[src/rtl/vt_seq_pkg.sv]
package vt_seq_pkg;
    typedef enum logic [2:0] {
        SQ_RUN   = 3'd0,
        SQ_SET1  = 3'd1,
        SQ_SET2  = 3'd2,
        SQ_FTEMP = 3'd3,
        SQ_REC1  = 3'd4,
        SQ_REC2  = 3'd5
    } sq_state_t;
endpackage

[src/rtl/vt_read_latch.sv]
module vt_read_latch (
    input  logic clk,
    input  logic rst_n,
    input  logic conv_tick,
    input  logic vt_read,
    output logic rd_seen
);
    // Remembers a host read of the result since the last tick.
    always_ff @(posedge clk or negedge rst_n) begin
        if (!rst_n)         rd_seen <= 1'b0;
        else if (conv_tick) rd_seen <= 1'b0;
        else if (vt_read)   rd_seen <= 1'b1;
    end
endmodule

[src/rtl/vt_fast_guard.sv]
module vt_fast_guard (
    input  logic clk,
    input  logic rst_n,
    input  logic fast_req,
    input  logic seq_start,
    input  logic seq_end,
    output logic armed,
    output logic seq_err
);
    always_ff @(posedge clk or negedge rst_n) begin
        if (!rst_n)         armed <= 1'b1;
        else if (!fast_req) armed <= 1'b1;
        else if (seq_start) armed <= 1'b0;
    end

    always_ff @(posedge clk or negedge rst_n) begin
        if (!rst_n)                   seq_err <= 1'b0;
        else if (seq_end && fast_req) seq_err <= 1'b1;
        else if (!fast_req)           seq_err <= 1'b0;
    end

    // the error clears once the request bit is low
    p_err_clear_r8: assert property (@(posedge clk) disable iff (!rst_n)
        (seq_err && !fast_req && !seq_end) |=> !seq_err);
    // no sequence starts unless armed
    p_no_rearm_r8: assert property (@(posedge clk) disable iff (!rst_n)
        seq_start |-> armed);
endmodule

[src/rtl/vt_switch_seq.sv]
module vt_switch_seq
    import vt_seq_pkg::*;
(
    input  logic clk,
    input  logic rst_n,
    input  logic conv_tick,
    input  logic fast_req,
    input  logic chan_sel,
    input  logic vt_read,
    output logic mux_sel,
    output logic i_valid,
    output logic v_valid,
    output logic t_valid,
    output logic seq_err
);
    sq_state_t st, st_nxt;
    logic      rd_seen, armed;
    logic      nx_mux, nx_v, nx_t, start_c;

    vt_read_latch u_rd (
        .clk(clk), .rst_n(rst_n), .conv_tick(conv_tick),
        .vt_read(vt_read), .rd_seen(rd_seen)
    );

    vt_fast_guard u_guard (
        .clk(clk), .rst_n(rst_n), .fast_req(fast_req),
        .seq_start(conv_tick && start_c),
        .seq_end(conv_tick && (st == SQ_REC2)),
        .armed(armed), .seq_err(seq_err)
    );

    always_comb begin
        st_nxt  = st;
        nx_mux  = mux_sel;
        nx_v    = 1'b0;
        nx_t    = 1'b0;
        start_c = 1'b0;
        unique case (st)
            SQ_RUN: begin
                if (fast_req && armed && !mux_sel) begin
                    start_c = 1'b1;
                    nx_v    = 1'b1;
                    nx_mux  = 1'b1;
                    st_nxt  = SQ_FTEMP;
                end else begin
                    nx_v = !mux_sel;
                    nx_t = mux_sel;
                    if (chan_sel != mux_sel) begin
                        nx_mux = chan_sel;
                        st_nxt = SQ_SET1;
                    end
                end
            end
            SQ_SET1:  st_nxt = SQ_SET2;
            SQ_SET2:  st_nxt = SQ_RUN;
            SQ_FTEMP: begin
                nx_t   = rd_seen;
                nx_mux = 1'b0;
                st_nxt = SQ_REC1;
            end
            SQ_REC1:  st_nxt = SQ_REC2;
            SQ_REC2:  st_nxt = SQ_RUN;
            default:  st_nxt = SQ_RUN;
        endcase
    end

    always_ff @(posedge clk or negedge rst_n) begin
        if (!rst_n)         st <= SQ_RUN;
        else if (conv_tick) st <= st_nxt;
    end

    always_ff @(posedge clk or negedge rst_n) begin
        if (!rst_n) begin
            mux_sel <= 1'b0;
            i_valid <= 1'b0;
            v_valid <= 1'b0;
            t_valid <= 1'b0;
        end else if (conv_tick) begin
            mux_sel <= nx_mux;
            i_valid <= 1'b1;
            v_valid <= nx_v;
            t_valid <= nx_t;
        end
    end

    // current data stays valid once ticking
    p_ivalid_hold_r2: assert property (@(posedge clk) disable iff (!rst_n)
        i_valid |=> i_valid);
    // no change without a tick
    p_hold_r3: assert property (@(posedge clk) disable iff (!rst_n)
        !conv_tick |=> $stable({mux_sel, v_valid, t_valid, i_valid}));
    // voltage and temperature never valid together
    p_one_result_r4: assert property (@(posedge clk) disable iff (!rst_n)
        !(v_valid && t_valid));
    // temperature valid only comes from a conversion on the temperature input
    p_temp_src_r5: assert property (@(posedge clk) disable iff (!rst_n)
        $rose(t_valid) |-> $past(mux_sel));
    // select fixed during the settle steps
    p_settle_fixed_r7: assert property (@(posedge clk) disable iff (!rst_n)
        (conv_tick && st == SQ_SET1) |=> $stable(mux_sel));
endmodule

[config.mk]
export PLATFORM = sky130hd
export DESIGN_NAME = vt_switch_seq
export DESIGN_NICKNAME = d
export VERILOG_FILES = /design/src/rtl/vt_seq_pkg.sv /design/src/rtl/vt_read_latch.sv /design/src/rtl/vt_fast_guard.sv /design/src/rtl/vt_switch_seq.sv
export SDC_FILE = /design/constraint.sdc
export NUM_CORES = 1
export LEC_CHECK = 0
export BUFFER_PORTS_ARGS = -buffer_cell sky130_fd_sc_hd__buf_2
export CELL_PAD_IN_SITES_DETAIL_PLACEMENT = 0
export CELL_PAD_IN_SITES_GLOBAL_PLACEMENT = 2
export CORE_UTILIZATION = 31
export CTS_CLUSTER_DIAMETER = 40
export CTS_CLUSTER_SIZE = 28
export DETAILED_ROUTE_END_ITERATION = 16
export PLACE_DENSITY_LB_ADDON = 0.1
export SYNTH_ARGS = -nofsm -noshare
export SYNTH_HDL_FRONTEND = slang
export SYNTH_SLANG_ARGS = --single-unit
[constraint.sdc]
create_clock -name clk -period 4.1 [get_ports clk]
set_clock_uncertainty 0.1 [all_clocks]
set_input_delay 0.615 -clock clk [delete_from_list [all_inputs] [get_ports clk]]
set_output_delay 0.615 -clock clk [all_outputs]
set_load 0.005 [all_outputs]
**After elaboration in Yosys (flattened, before gate mapping)**

Index checks and enable logic that the tools add are counted.

- Bits in registers: 10
- Bits of input ports: 6
- Output and inout port bits: 5
- Word-level logic and storage cells: 45

- Equal/unequal tests: 8
- Muxes and demuxes: 18
- Reductions and logical operators: 11

Operators with widths:

| operator | count |
|---|---|
| two-way mux 1 bit | 13 |
| case mux 3 bit (4 select lines) | 1 |
| equality test 3 bit (second input constant) | 2 |
| two-way mux 3 bit | 2 |
| logical AND 1 bit | 5 |
| inequality test 2 x 1 -> 1 bit (second input constant) | 2 |
| case mux 1 bit (2 select lines) | 2 |
| nonzero test 2 bit | 2 |
| equality test 3 x 1 -> 1 bit (second input constant) | 1 |
| equality test 3 x 2 -> 1 bit (second input constant) | 1 |
| zero test 3 bit | 1 |
| inequality test 3 bit (second input constant) | 1 |
| AND reduction 3 bit | 1 |
| AND reduction 2 bit | 1 |
| zero test 1 bit | 1 |
| inequality test 1 bit | 1 |

**Logic depth before layout (Yosys ltp)**

- Word-level depth: 7
- Gate-level depth with buffers: 4
- Mapped depth without buffers: 3

**Cells and area by module**

From an unflattened synthesis, not the netlist that was laid out.

- Cells, all modules: 46
- Area total of the unflattened synthesis: 499.2 µm²

Modules (own cells, without submodules):

| module | times used | cells each | area each (µm²) |
|---|---|---|---|
| vt_switch_seq | 1 | 39 | 392.9 |
| vt_fast_guard | 1 | 5 | 71.3 |
| vt_read_latch | 1 | 2 | 35.0 |

**Worst setup path after synthesis**

Ideal clock, no wire load.

- Kind: input to register
- Start: input conv_tick
- End: register mux_sel
- Data arrival time: 1.271 ns
- Required time: 3.880 ns
- Slack: 2.609 ns
- Stages on the path: 3
- Path buffers: 0
- Cells stage by stage: or4b_4 > nor3_2 > nor2_1

- Longest elaborated chain between the ends: 1

RTL lines:

| item | RTL line | RTL |
|---|---|---|
| start: declaration | vt_switch_seq.sv:6 | `input logic conv_tick,` |
| AND reduction 3 bit (no source line) | - |  |
| end signal: assignment | vt_switch_seq.sv:79 | `mux_sel <= nx_mux;` |
| end: declaration | vt_switch_seq.sv:10 | `output logic mux_sel,` |

Every way passes these cells.
A chain may end at the register's enable or synchronous reset.

**Final worst setup path**

- Start: register mux_sel
- End: output mux_sel

No word-level cell between the ends.

==> summary.md <==
| Metric | Value |
|---|---|
| Syn nets | `between 40 and 50` |
| CTS root buffer | `clkbuf_4` |
| Inst Count DP | `67` |
| CTS tree | `done` |
| CTS buffer count | `3` |
| Critical path fanouts, max | `8` |
| Initial Util | `34.0%` |
| IO Port Bufs | `10` |
| Initial DRT Pass Iterations | `2` |
| Clock Sinks | `10` |
| Post-DP HPWL | `~670 um` |
| Row Count | `13` |
| Startpoint Class | `register` |
| Crit path max-delay family | `flip-flops` |
| Die ar. | `between 1500 and 2000 sq um` |
| Tcrit/Tclk final | `38.9%` |
| Setup TNS Final | `0 ns` |
| Status | `finished, final reports clean` |
| Critical path arrival | `approximately 0.88 ns` |
| Post-layout nets | `63` |
| Total routed wirelength | `914 um` |
| Fin. max-slew vios | `0` |
| Vias per std cell | `slightly above 5` |
| Postcts setup bufs | `0` |
| Synth Flop Type | `dfrtp_1` |
| Worst-path cell chain | `buf_2` |
| Routability cong. | `between 0.7 and 0.8` |
| WP buf/inv | `1` |
| Gr usage total | `between 10% and 20%` |
| Post-synth top area share | `approximately half` |
| First-pass GRT wire length | `about 1600 um` |
| Total power | `0.000348 W` |
| Final hold viol count | `0` |
| Post-synthesis sequential area ratio | `around 56%` |
| Tightest Hold Check Type | `in -> async` |
| Vias in the first global route | `roughly 380` |
| PwrDens | `633 nW/um^2` |
| Layout area overhead | `22.6%` |
| Wirelength per Cell | `around 13 um` |
| Height of the die | `40.0 um` |
| Max clock buf depth | `2` |
| Unrepaired setup endpoints after global routing | `no` |
| FF-to-FF path depth | `3` |
| Max VDD drop | `0.000233 V` |
| FF+latch count, synth | `10` |
| Max Cap Viol | `0` |
| R2R Path End | `mux_sel` |
| Synth warn | `0` |
| Fmax | `about 630 MHz` |
| H-tree depth | `1` |
| Kind of critical path | `reg -> out` |
| CP required | `approximately 3.4 ns` |
| IO Pins | `11` |
| Most frequent cells after synthesis | `dfrtp_1, inv_1, nand2_1` |
| Crit-path max cell delay | `~0.46 ns` |
| Clk Latency, worst-skew pair | `0.26 ns` |
| Ys async rst share | `100%` |
| DRT antenna net count | `0` |
| Post_cts resized | `0` |
| Number of synthesized flops with an enable pin | `0` |
| Via count | `between 300 and 400` |
| Die X | `between 40 and 50 um` |
| Total gr overflow | `0` |
| Cell variety after synth | `22` |
| Worst-path clk slew | `approximately 0.07 ns` |
| Fin crit period | `approximately 1.6 ns` |
| # setup viols final | `0` |
| Layout Cells excl Fill | `a little over 70` |
| Initial antenna violation count | `0` |
| R2R Setup Slk | `about 2.6 ns` |
| Synth Cell Area | `roughly 450 sq um` |
| Worst Tran Pin Value | `around 0.34 ns` |
| Leak pwr | `approximately 0.26 nW` |
| Syn_area_per_cell | `10.4 sq um` |
| Layout cells sized above 1 | `roughly a third` |
| Total core area | `1320 sq um` |
| Iteration-0 DRC Markers | `5` |
| DR DRC count | `0` |
| Largest net degree at the start of global routing | `14` |
| RR Startpoint | `st[2]` |
| CP Capture Type | `output port` |
| Slowest cell on crit path | `dfrtp_1` |
| Antenna Cells | `0` |
| Most frequent cell after synthesis | `dfrtp_1` |
| Top area cells in the synthesized netlist | `dfrtp_1, dfstp_2, inv_1, nand2_1, o21ai_0` |
| Cts hold-fix bufs | `0` |
| Cell count after synthesis | `43` |
| Slew HR | `76.5%` |
| Post-synth top area cell | `dfrtp_1` |
==> power by group <==
group          leakage (nW)  internal, W  switching (W)
Sequential            0.122     0.000130      0.0000377
Clock                0.0210    0.0000539      0.0000342
Combinational         0.119    0.0000464      0.0000456
Total                 0.261     0.000230       0.000117
==> per-layer routing <==
metal | share of wire (%) | track usage [%]
met2 | 47 | 24.6
met1 | 47 | 19.1
met5 | 0 | 0
met3 | 5.7 | 5.00
met4 | 0 | 7.76
==> area by class of cell <==
cell class / count / area (sq um)
clock buffers: 4 / 36.3
inverters: 5 / 18.8
multi-input cells: 27 / 174
well taps: 15 / 18.8
flip-flops and latches: 10 / 251
repair buffers: 10 / 50.0
fillers: 132 / 768
==> per-stage QoR <==
step / util, % / setup slack (ns) / cell area (sq um) / hold slack, ns
6_report: 41.7 / 2.50 / 549 / 0.0956
3_3_place_gp: 38.9 / 2.36 / 513 / 0.352
5_1_grt: 41.7 / 2.46 / 549 / 0.103
3_5_place_dp: 38.9 / 2.33 / 513 / 0.349
4_1_cts: 41.7 / 2.51 / 549 / 0.101
2_1_floorplan: - / 2.61 / 448 / 0.219
==> cell usage in the layout (no fill, tap or decap), types with 2 or more instances in the layout <==
cell | netlist | final
nor2_1 | 3 | 3
o21ai_0 | 3 | 3
o22ai_1 | 2 | 2
clkbuf_4 | 0 | 3
dfrtp_1 | 9 | 9
inv_1 | 5 | 5
buf_2 | 0 | 10
nand2_1 | 5 | 5
==> worst max-delay path by stage <==
stage	startpoint	to	cells after the start
after floorplan	conv_tick	mux_sel	3
after global placement	conv_tick	mux_sel	4
after detailed placement	conv_tick	mux_sel	4
after CTS	mux_sel	mux_sel	1
after global routing	mux_sel	mux_sel	1
final	mux_sel	mux_sel	1
==> flip-flops by register name, indices dropped and copies added, names as in the netlist <==
name	flops
u_guard.armed	1
u_rd.rd_seen	1
i_valid	1
st	3
mux_sel	1
v_valid	1
u_guard.seq_err	1
t_valid	1
==> kinds of logic after synthesis <==
logic type,Yosys count,share of synthesized area [%]
compound gates,11,16.5
flops,10,56.1
buf+inv,6,5.03
simple gates,16,22.3
(Power assumes the default switching activity.)
